<file path="config.mk">
export PLATFORM = sky130hd
export DESIGN_NAME = twiEepromSlave
export DESIGN_NICKNAME = d
export VERILOG_FILES = /design/src/rtl/twiSlavePkg.sv /design/src/rtl/twiBusSampler.sv /design/src/rtl/twiSlaveDatapath.sv /design/src/rtl/twiSlaveCtrl.sv /design/src/rtl/twiEepromSlave.sv
export SDC_FILE = /design/constraint.sdc
export NUM_CORES = 1
export LEC_CHECK = 0
export CORE_MARGIN = 1
export CORE_UTILIZATION = 55
export CTS_CLUSTER_SIZE = 8
export DETAILED_ROUTE_END_ITERATION = 10
export DONT_BUFFER_PORTS = 1
export GPL_ROUTABILITY_DRIVEN = 0
export PLACE_DENSITY = 0.69
export SLEW_MARGIN = 10
export SYNTH_ARGS = -nofsm -noshare
export SYNTH_HDL_FRONTEND = slang
export SYNTH_SLANG_ARGS = --single-unit
</file>
<file path="constraint.sdc">
create_clock -name clk -period 2.2 [get_ports clk]
set_input_delay 0.33 -clock clk [delete_from_list [all_inputs] [get_ports clk]]
set_output_delay 0.33 -clock clk [all_outputs]
set_load 0.05 [all_outputs]
</file>
<file path="src/rtl/twiSlavePkg.sv">
package twiSlavePkg;

  typedef enum logic [1:0] {
    KIND_CTRL,
    KIND_WADDR,
    KIND_WDATA
  } byteKind_t;

  typedef enum logic [3:0] {
    ST_IDLE,
    ST_RX,
    ST_RXDEC,
    ST_ACKSET,
    ST_ACKHOLD,
    ST_TX,
    ST_TXACK,
    ST_TXFETCH,
    ST_TXWAIT,
    ST_IGNORE
  } ctlState_t;

  typedef struct packed {
    logic clrBit;
    logic cntBit;
    logic shiftIn;
    logic shiftTx;
    logic setOut;
    logic outLow;
    logic relNow;
    logic ldBlock;
    logic ldWord;
    logic incFull;
    logic incPage;
    logic rdReq;
    logic wrStrobe;
  } ctlStrobe_t;

endpackage

</file>
<file path="src/rtl/twiBusSampler.sv">
module twiBusSampler #(
  parameter int SYNC_STAGES = 2,
  parameter int FILTER_LEN  = 3
) (
  input  logic clk,
  input  logic rstN,
  input  logic sclIn,
  input  logic sdaIn,
  output logic sdaS,
  output logic sclRise,
  output logic sclFall,
  output logic startEv,
  output logic stopEv
);

  logic [1:0] rawIn;
  logic [1:0] clean;
  logic       sclS;
  logic       sclP;
  logic       sdaP;

  assign rawIn = {sclIn, sdaIn};

  for (genvar g = 0; g < 2; g++) begin : gLine
    logic [SYNC_STAGES-1:0] chain;

    always_ff @(posedge clk or negedge rstN) begin
      if (!rstN) chain <= '1;
      else       chain <= {chain[SYNC_STAGES-2:0], rawIn[g]};
    end

    if (FILTER_LEN == 0) begin : gNoFilt
      assign clean[g] = chain[SYNC_STAGES-1];
    end else begin : gFilt
      localparam int FLT_W = $clog2(FILTER_LEN + 1);
      logic [FLT_W-1:0] runCnt;
      logic             filt;

      always_ff @(posedge clk or negedge rstN) begin
        if (!rstN) begin
          runCnt <= '0;
          filt   <= 1'b1;
        end else if (chain[SYNC_STAGES-1] == filt) begin
          runCnt <= '0;
        end else if (runCnt == FLT_W'(FILTER_LEN - 1)) begin
          runCnt <= '0;
          filt   <= chain[SYNC_STAGES-1];
        end else begin
          runCnt <= runCnt + 1'b1;
        end
      end
      assign clean[g] = filt;
    end
  end

  assign sclS = clean[1];
  assign sdaS = clean[0];

  always_ff @(posedge clk or negedge rstN) begin
    if (!rstN) begin
      sclP <= 1'b1;
      sdaP <= 1'b1;
    end else begin
      sclP <= sclS;
      sdaP <= sdaS;
    end
  end

  assign sclRise = sclS & ~sclP;
  assign sclFall = ~sclS & sclP;
  assign startEv = sclS & sclP & sdaP & ~sdaS;
  assign stopEv  = sclS & sclP & ~sdaP & sdaS;

endmodule

</file>
<file path="src/rtl/twiSlaveDatapath.sv">
module twiSlaveDatapath
  import twiSlavePkg::*;
#(
  parameter int ADDR_W   = 11,
  parameter int PAGE_W   = 4,
  parameter int HOLD_CYC = 4
) (
  input  logic              clk,
  input  logic              rstN,
  input  ctlStrobe_t        stb,
  input  logic              sdaS,
  input  logic [7:0]        memRdData,
  output logic [7:0]        rxByte,
  output logic              lastBit,
  output logic              txMsb,
  output logic              txNext,
  output logic              memRdEn,
  output logic [ADDR_W-1:0] memRdAddr,
  output logic              wrEn,
  output logic [ADDR_W-1:0] wrAddr,
  output logic [7:0]        wrData,
  output logic              sdaOe
);

  localparam int BLK_W  = ADDR_W - 8;
  localparam int HOLD_W = $clog2(HOLD_CYC + 1);

  logic [2:0]        bitCnt;
  logic [7:0]        rxShift;
  logic [7:0]        txShift;
  logic [ADDR_W-1:0] ptr;
  logic              rdLoad;
  logic [HOLD_W-1:0] holdCnt;
  logic              pendLow;

  assign rxByte  = rxShift;
  assign lastBit = (bitCnt == 3'd7);
  assign txMsb   = txShift[7];
  assign txNext  = txShift[6];

  // bit counter and receive shifter
  always_ff @(posedge clk or negedge rstN) begin
    if (!rstN) begin
      bitCnt  <= '0;
      rxShift <= '0;
    end else begin
      if (stb.clrBit)                    bitCnt <= '0;
      else if (stb.cntBit | stb.shiftIn) bitCnt <= bitCnt + 1'b1;
      if (stb.shiftIn) rxShift <= {rxShift[6:0], sdaS};
    end
  end

  // address pointer: block bits, word byte, page step or full step
  always_ff @(posedge clk or negedge rstN) begin
    if (!rstN) begin
      ptr <= '0;
    end else if (stb.ldBlock) begin
      ptr[ADDR_W-1:8] <= rxShift[BLK_W:1];
    end else if (stb.ldWord) begin
      ptr[7:0] <= rxShift;
    end else if (stb.incFull) begin
      ptr <= ptr + 1'b1;
    end else if (stb.incPage) begin
      ptr[PAGE_W-1:0] <= ptr[PAGE_W-1:0] + 1'b1;
    end
  end

  // memory side strobes and transmit shifter
  always_ff @(posedge clk or negedge rstN) begin
    if (!rstN) begin
      memRdEn   <= 1'b0;
      memRdAddr <= '0;
      rdLoad    <= 1'b0;
      txShift   <= '0;
      wrEn      <= 1'b0;
      wrAddr    <= '0;
      wrData    <= '0;
    end else begin
      memRdEn <= stb.rdReq;
      rdLoad  <= memRdEn;
      wrEn    <= stb.wrStrobe;
      if (stb.rdReq) memRdAddr <= ptr;
      if (stb.wrStrobe) begin
        wrAddr <= ptr;
        wrData <= rxShift;
      end
      if (rdLoad)           txShift <= memRdData;
      else if (stb.shiftTx) txShift <= {txShift[6:0], 1'b1};
    end
  end

  // open-drain output with hold delay after SCL falls
  always_ff @(posedge clk or negedge rstN) begin
    if (!rstN) begin
      sdaOe   <= 1'b0;
      holdCnt <= '0;
      pendLow <= 1'b0;
    end else if (stb.relNow) begin
      sdaOe   <= 1'b0;
      holdCnt <= '0;
    end else if (stb.setOut) begin
      pendLow <= stb.outLow;
      holdCnt <= HOLD_W'(HOLD_CYC);
    end else if (holdCnt != '0) begin
      holdCnt <= holdCnt - 1'b1;
      if (holdCnt == HOLD_W'(1)) sdaOe <= pendLow;
    end
  end

endmodule

</file>
<file path="src/rtl/twiSlaveCtrl.sv">
module twiSlaveCtrl
  import twiSlavePkg::*;
#(
  parameter logic [3:0] DEV_CODE = 4'b1010
) (
  input  logic       clk,
  input  logic       rstN,
  input  logic       sclRise,
  input  logic       sclFall,
  input  logic       startEv,
  input  logic       stopEv,
  input  logic       sdaS,
  input  logic       busyIn,
  input  logic [7:0] rxByte,
  input  logic       lastBit,
  input  logic       txMsb,
  input  logic       txNext,
  output ctlStrobe_t stb,
  output logic       wrCommit
);

  ctlState_t state, nxt;
  byteKind_t kind, kindN;
  logic      isRead, isReadN;
  logic      txLast, txLastN;
  logic      wrote, wroteN;
  logic      commitN;
  logic      accept;

  assign accept = ~busyIn & ((kind != KIND_CTRL) | (rxByte[7:4] == DEV_CODE));

  always_comb begin
    stb     = '0;
    nxt     = state;
    kindN   = kind;
    isReadN = isRead;
    txLastN = txLast;
    wroteN  = wrote;
    commitN = 1'b0;
    if (startEv) begin
      stb.clrBit = 1'b1;
      stb.relNow = 1'b1;
      nxt        = ST_RX;
      kindN      = KIND_CTRL;
      isReadN    = 1'b0;
      txLastN    = 1'b0;
    end else if (stopEv) begin
      stb.relNow = 1'b1;
      nxt        = ST_IDLE;
      commitN    = wrote;
      wroteN     = 1'b0;
      isReadN    = 1'b0;
    end else begin
      case (state)
        ST_RX: if (sclRise) begin
          stb.shiftIn = 1'b1;
          if (lastBit) nxt = ST_RXDEC;
        end
        ST_RXDEC: begin
          if (!accept) begin
            nxt = ST_IGNORE;
          end else begin
            nxt = ST_ACKSET;
            case (kind)
              KIND_CTRL: begin
                stb.ldBlock = 1'b1;
                if (rxByte[0]) isReadN = 1'b1;
                else           kindN   = KIND_WADDR;
              end
              KIND_WADDR: begin
                stb.ldWord = 1'b1;
                kindN      = KIND_WDATA;
              end
              default: begin
                stb.wrStrobe = 1'b1;
                stb.incPage  = 1'b1;
                wroteN       = 1'b1;
              end
            endcase
          end
        end
        ST_ACKSET: if (sclFall) begin
          stb.setOut = 1'b1;
          stb.outLow = 1'b1;
          nxt        = ST_ACKHOLD;
        end
        ST_ACKHOLD: begin
          if (sclRise && isRead) stb.rdReq = 1'b1;
          if (sclFall) begin
            stb.clrBit = 1'b1;
            stb.setOut = 1'b1;
            if (isRead) begin
              stb.outLow = ~txMsb;
              txLastN    = 1'b0;
              nxt        = ST_TX;
            end else begin
              nxt = ST_RX;
            end
          end
        end
        ST_TX: begin
          if (sclRise) begin
            stb.cntBit = 1'b1;
            if (lastBit) txLastN = 1'b1;
          end else if (sclFall) begin
            stb.setOut = 1'b1;
            if (txLast) begin
              stb.clrBit = 1'b1;
              txLastN    = 1'b0;
              nxt        = ST_TXACK;
            end else begin
              stb.shiftTx = 1'b1;
              stb.outLow  = ~txNext;
            end
          end
        end
        ST_TXACK: if (sclRise) begin
          if (!sdaS) begin
            stb.incFull = 1'b1;
            nxt         = ST_TXFETCH;
          end else begin
            nxt = ST_IGNORE;
          end
        end
        ST_TXFETCH: begin
          stb.rdReq = 1'b1;
          nxt       = ST_TXWAIT;
        end
        ST_TXWAIT: if (sclFall) begin
          stb.setOut = 1'b1;
          stb.outLow = ~txMsb;
          nxt        = ST_TX;
        end
        default: ;
      endcase
    end
  end

  always_ff @(posedge clk or negedge rstN) begin
    if (!rstN) begin
      state    <= ST_IDLE;
      kind     <= KIND_CTRL;
      isRead   <= 1'b0;
      txLast   <= 1'b0;
      wrote    <= 1'b0;
      wrCommit <= 1'b0;
    end else begin
      state    <= nxt;
      kind     <= kindN;
      isRead   <= isReadN;
      txLast   <= txLastN;
      wrote    <= wroteN;
      wrCommit <= commitN;
    end
  end

endmodule

</file>
<file path="src/rtl/twiEepromSlave.sv">
module twiEepromSlave
  import twiSlavePkg::*;
#(
  parameter int         ADDR_W      = 11,
  parameter int         PAGE_W      = 4,
  parameter int         SYNC_STAGES = 2,
  parameter int         FILTER_LEN  = 3,
  parameter int         HOLD_CYC    = 4,
  parameter logic [3:0] DEV_CODE    = 4'b1010
) (
  input  logic              clk,
  input  logic              rstN,
  input  logic              sclIn,
  input  logic              sdaIn,
  output logic              sdaOe,
  input  logic              busyIn,
  output logic              memRdEn,
  output logic [ADDR_W-1:0] memRdAddr,
  input  logic [7:0]        memRdData,
  output logic              wrEn,
  output logic [ADDR_W-1:0] wrAddr,
  output logic [7:0]        wrData,
  output logic              wrCommit
);

  logic       sdaS, sclRise, sclFall, startEv, stopEv;
  logic [7:0] rxByte;
  logic       lastBit, txMsb, txNext;
  ctlStrobe_t stb;

  twiBusSampler #(
    .SYNC_STAGES(SYNC_STAGES),
    .FILTER_LEN (FILTER_LEN)
  ) uSampler (
    .clk    (clk),
    .rstN   (rstN),
    .sclIn  (sclIn),
    .sdaIn  (sdaIn),
    .sdaS   (sdaS),
    .sclRise(sclRise),
    .sclFall(sclFall),
    .startEv(startEv),
    .stopEv (stopEv)
  );

  twiSlaveCtrl #(
    .DEV_CODE(DEV_CODE)
  ) uCtrl (
    .clk     (clk),
    .rstN    (rstN),
    .sclRise (sclRise),
    .sclFall (sclFall),
    .startEv (startEv),
    .stopEv  (stopEv),
    .sdaS    (sdaS),
    .busyIn  (busyIn),
    .rxByte  (rxByte),
    .lastBit (lastBit),
    .txMsb   (txMsb),
    .txNext  (txNext),
    .stb     (stb),
    .wrCommit(wrCommit)
  );

  twiSlaveDatapath #(
    .ADDR_W  (ADDR_W),
    .PAGE_W  (PAGE_W),
    .HOLD_CYC(HOLD_CYC)
  ) uPath (
    .clk      (clk),
    .rstN     (rstN),
    .stb      (stb),
    .sdaS     (sdaS),
    .memRdData(memRdData),
    .rxByte   (rxByte),
    .lastBit  (lastBit),
    .txMsb    (txMsb),
    .txNext   (txNext),
    .memRdEn  (memRdEn),
    .memRdAddr(memRdAddr),
    .wrEn     (wrEn),
    .wrAddr   (wrAddr),
    .wrData   (wrData),
    .sdaOe    (sdaOe)
  );

endmodule

</file>
==> results of run 1 <==
power by group:
| part | switching [µW] | internal [µW] |
|---|---|---|
| clock | 578 | 563 |
| combinational | 1000 | 976 |
| sequential | 978 | 2160 |
| total | 2560 | 3700 |
path summary, 6_finish.rpt:
kind                            slack [ns]                              endpoint  cells past startpoint
worst max-delay path                  0.08             uCtrl.kind[0]$_DFFE_PN0P_                      4
worst min-delay path                 -0.34          uPath.holdCnt[1]$_DFFE_PN0P_                      0
min in group clk                      0.13          uPath.txShift[4]$_DFFE_PN0P_                      2
worst min register to register        0.36  uSampler.gLine[1].chain[1]$_DFF_PN1_                      0
worst max register to register        0.08             uCtrl.kind[0]$_DFFE_PN0P_                      4
max in group asynchronous             2.29  uSampler.gLine[1].chain[0]$_DFF_PN1_                      0
area by class of cell:
type,instances,area share [%]
Clock buffer,11,2.99
Clock inverter,5,1.32
Inverter,16,1.27
Multi-Input combinational cell,242,39.2
Sequential cell,90,47.8
Tap cell,99,2.62
Timing Repair Buffer,24,4.78
routing by layer:
metal | track usage [%] | vias to the layer above | part of all wire [%] | wire (µm)
met2 | 34.7 | 60 | 49 | 3900
li1 | - | 1347 | - | -
met3 | 5.85 | 10 | 4.0 | 316
met1 | 28.1 | 1414 | 46 | 3650
met5 | 0 | - | 0 | 0
met4 | 5.19 | 0 | 0.83 | 66
cells in the final DEF, fill, tap and decap left out, types with 2 or more instances in the layout:
cell type	count
a211oi_1	2
a21o_1	2
a21oi_1	13
a222oi_1	7
a31oi_1	3
and2_1	5
and3_1	4
buf_12	3
buf_4	18
clkbuf_8	10
clkinvlp_4	2
dfrtp_1	82
dfstp_2	8
dlygate4sd3_1	2
ha_1	8
inv_1	16
mux2_2	43
mux2i_1	2
nand2_1	30
nand2b_1	4
nand3_1	4
nand4_1	4
nor2_1	14
nor2b_1	6
nor3_1	5
nor3b_1	4
nor4_1	3
nor4bb_1	2
o211ai_1	2
o21a_1	2
o21ai_0	25
or3_1	2
xnor2_1	6
xor2_1	10
flip-flops by register name, summed over array words and instances (netlist names), 4 cells and up:
register and flops:
uPath.txShift 8, uSampler.gLine.gFilt.runCnt 4, uPath.wrData 8, uPath.rxByte 8, uPath.memRdAddr 11, uCtrl.state 4, uPath.ptr 11, uPath.wrAddr 11
uSampler.gLine.chain 4
timing repair:
item,CTS,global route
resized for setup,1,6
setup endpoints to repair,2,16
pin swaps,0,1
endpoints found under the hold margin,92,90
metrics by stage:
stage | power, µW | area [µm²] | setup slack [ns]
after floorplan | 4530 | 4220 | 0.0266
after global placement | 5040 | 4470 | 0.0236
after detailed placement | 5110 | 4470 | 0.0106
after CTS | 6280 | 4700 | 0.0428
after global routing | 6680 | 4730 | 0.0111
final | 6260 | 4730 | 0.0850
worst reg2reg max path, delay by kind of cell, from the launching register on:
kind	cells	cell delay, ns
flip-flops	1	0.39
AO/OA/AOI/OAI	1	0.18
AND/OR/NAND/NOR	3	1.46
cells by family after synthesis:
logic type                 count (synthesis)  synth area share (%)
and+or+nand+nor                          102                  13.9
DFF                                       90                  53.6
AOI/OAI and AO/OA                         70                  11.3
muxes                                     45                  11.9
buffers and inverters                     33                  3.35
xor gates and xnor gates                  16                  3.32
adders and majority gates                  9                  2.67
==> results.cfg, run 1 <==
[cts]
root_buffer = clkbuf_8
cts.clk_slew.worst_paths_ns = 0.09
cts_sinks = 90
h-tree-depth = 3
cts_buffers = 9
cts_tree = built
clock_latency_ns = 0.35
cts_buffer_depth = 2
post-cts-setup-buffers = 0
cts_hold_buffers = 2

[power]
leakagePower_uw = 0.00217
ir_drop_mv = 0.559
p_per_area_mw_per_mm2 = 1320

[synth]
synth.distinct_cells = 59
ys_ff_latch = 90
postSynthCellCount = 365
syn_area_mm2 = 0.00422
yosys.cell_count.top_type = dfrtp_1
synth_edf_count = 0
async_flop_share_pct = 100
yosys-top-cells-area = dfrtp_1, mux2_2, dfstp_2
synth_top_area_share_pct = 48.6
ys_seq_area_share_pct = 53.6
yosysTopAreaCell = dfrtp_1
avgSynthCellArea_um2 = 11.6
syn_nets = 387
yosysWarnings = 0
synth-main-ff-cell = dfrtp_1
synthTopCellsByCount = dfrtp_1, mux2_2, nand2_1

[placed_design]
dpl.hpwl_mm = 5.56
dp.cells = 469
port_buffers = 0

[worst_hold_path]
hp-class = in2async

[drt]
drt_iter0_drc = 117
vias_per_cell = 5.81
drtAntennaViolNets = 0
vias = 2831
drc = 0
wl_per_cell_um = 16.3
firstDrtPassIters = 4
drt_wl_total_mm = 7.94

[final_layout]
syn2layout_area_growth_pct = 12.1
fillers = 562
multiInputGateArea_mm2 = 0.00186
final_util_pct = 64.6
num-nets-final = 405
seq_area_mm2 = 0.00226
antenna_cells = 0
fin_cells = 487
drive_gt1_share_pct = 26.0

[run]
cap_violations = 0

[worst_setup_path]
crit_path_max_incr_delay_ns = 0.58
crit_path_end_kind = flip-flop
startpoint = uCtrl.state[0]$_DFFE_PN0P_
arrival_ns = 2.38
r2r-start = uCtrl.state[0]$_DFFE_PN0P_
path_max_fanout = 4
required_ns = 2.47
cp_top_family = simple AND/OR/NAND/NOR gates
cpMaxStageDelayCell = or4b_4
critPathLaunchType = flip-flop
crit_type = reg2reg
crit_chain = or4b_4 > or3_4 > or4_1 > a21oi_1
cp.buffers_inverters = 0

[status]
status = complete, but fails checks
violations = hold timing

[timing]
fin_crit_ns = 2.12
rsz0062_at_grt = false
skew_ns = 0.00735
drv_slew = 0
hold_ws_ns = -0.336
worstMarginPinSlew_ns = 0.498
fin_crit_sh_pct = 96.1
hold_viol_final = 90
fmax_mhz = 473
timing.slew.headroom_pct = 66.8
setup-tns-final_ns = 0
finalSetupViolCount = 0

[die]
dieArea_mm2 = 0.00803
start_util_pct = 57.6
die_w_um = 89.6
dieHeight_um = 89.6
core-area_mm2 = 0.00733
io_pins = 47
placementRows = 31

[global_routing]
antenna_found_initial = 0
grt.total_usage_pct = 21.2
grt.overflow.total = 0
grt_pass1_vias = 2689
grt_pass1_wl_mm = 12.8
grt_max_degree = 91
No activity file was read; power rests on OpenSTA's default activity.
==> inputs of run 2 (changes only) <==
MAX_ROUTING_LAYER = met4   (was unset)
PLACE_DENSITY = 0.78   (was 0.69)
==> results.cfg, run 2 (synthesized netlist as in run 1, its figures left out) <==
[cts]
cts_sinks = 90
cts_tree = built
root_buffer = clkbuf_8
cts_buffer_depth = 2
clock_latency_ns = 0.36
h-tree-depth = 3
cts.clk_slew.worst_paths_ns = 0.10
cts_hold_buffers = 2
cts_buffers = 9

[final_layout]
antenna_cells = 0
final_common_cell = dfrtp_1
final_util_pct = 64.7
postLayoutCellArea_mm2 = 0.00474
syn2layout_area_growth_pct = 12.3
drive_gt1_share_pct = 26.5
num-nets-final = 405
most-common-layout-cells = dfrtp_1, mux2_2, nand2_1, o21ai_0, buf_4
reg_top3 = uPath.memRdAddr x11, uPath.ptr x11, uPath.wrAddr x11
fin_cells = 487

[timing]
finalSetupViolCount = 0
hold_viol_final = 90
fmax_mhz = 476
skew_ns = 0.0179
timing.slew.headroom_pct = 57.5
hold_ws_ns = -0.344
drv_slew = 0
worstMarginPinSlew_ns = 0.633
fin_crit_ns = 2.10
fin_crit_sh_pct = 95.5
rsz0062_at_grt = false

[worst_setup_path]
ff2ff_setup_slack_ns = 0.1
r2r-end = uPath.ptr[3]$_DFFE_PN0P_
path_max_fanout = 24
worst_r2r_path_depth = 6
arrival_ns = 2.31
crit_end = uPath.ptr[3]$_DFFE_PN0P_
crit_path_end_kind = flip-flop
r2r-start = uCtrl.state[2]$_DFFE_PN0P_
crit_type = reg2reg
critPathLaunchType = flip-flop
startpoint = uCtrl.state[2]$_DFFE_PN0P_
required_ns = 2.41

[status]
violations = hold timing
status = complete, but fails checks

[drt]
drc = 0
wl_per_cell_um = 17.0
drt_iter0_drc = 218
drt_wl_total_mm = 8.27
vias_per_cell = 5.82
firstDrtPassIters = 4
vias = 2832
drtAntennaViolNets = 0

[global_routing]
met1_usage_pct = 29.0
busiest_layer = met2
use_met2_pct = 34.5
grt.overflow.total = 0
grt_pass1_wl_mm = 13.0
grt_max_degree = 91
grt.total_usage_pct = 22.4
antenna_found_initial = 0
grt_pass1_vias = 2719
use_met3_pct = 5.94

[placed_design]
placed_area_mm2 = 0.00446
dp.cells = 469
dpl.hpwl_mm = 5.55
port_buffers = 0

[die]
io_pins = 47
core-area_mm2 = 0.00733
dieArea_mm2 = 0.00803
die_w_um = 89.6
dieHeight_um = 89.6
placementRows = 31
start_util_pct = 57.6

[worst_hold_path]
hp-class = in2async

[power]
p_per_area_mw_per_mm2 = 1340
leakagePower_uw = 0.00217
ir_drop_mv = 0.665

[run]
cap_violations = 0
[run 2: cell count changes in the layout (fill, tap and decap cells not counted), sizes merged]
cell / change
clkinv: -1
clkinvlp: +1
[run 2: cell type report]
cell class | instances | area, µm²
clock inverter | 5 | 61.3
clock buffer | 11 | 141
tap | 99 | 124
multi-input combinational | 242 | 1880
inverter | 16 | 60.1
fill | 541 | 2590
sequential | 90 | 2260
timing repair buffer | 24 | 210
[run 2: worst min-delay path by stage]
stage / startpoint / to / slack [ns]
CTS: rstN / uPath.txShift[0]$_DFFE_PN0P_ / -0.36
detailed placement: rstN / uPath.holdCnt[1]$_DFFE_PN0P_ / 0.04
floorplan: rstN / uCtrl.isRead$_DFFE_PN0P_ / 0.03
finish: rstN / uPath.txShift[0]$_DFFE_PN0P_ / -0.34
global route: rstN / uPath.txShift[1]$_DFFE_PN0P_ / -0.37
global placement: rstN / uPath.holdCnt[1]$_DFFE_PN0P_ / 0.04
[run 2: routing by layer]
metal  up-vias  part of all wire [%]
met2        77                    50
met3         9                   4.4
met1      1406                    45
met4         0                  0.83
met5         -                     0
li1       1340                     -
[run 2: stage by stage]
step	setup TNS, ns	setup WS, ns	power, µW
after floorplan	0	0.0266	4530
after global placement	0	0.000818	5050
after detailed placement	-0.160	-0.0670	5150
after CTS	0	0.0629	6300
after global routing	0	0.0203	6740
final	0	0.0992	6340
[run 2: where the power goes]
group	internal, µW	total, µW	switching, µW
clock network	560	1140	575
registers	2160	3140	972
logic	996	2070	1080
total	3720	6340	2620
[run 2: critical path, cell delays in order, from the launching register on]
cell,delay (ns)
dfrtp_1,0.40
or4b_4,0.57
a2111oi_4,0.40
buf_12,0.23
o21bai_1,0.12
xor2_1,0.15
o21ai_0,0.09
[run 2: what timing repair did]
action | in CTS | in global routing
hold endpoints to repair | 92 | 90
buffers inserted | 0 | 0
gates resized for setup | 1 | 9
endpoints found under the setup margin | 4 | 15
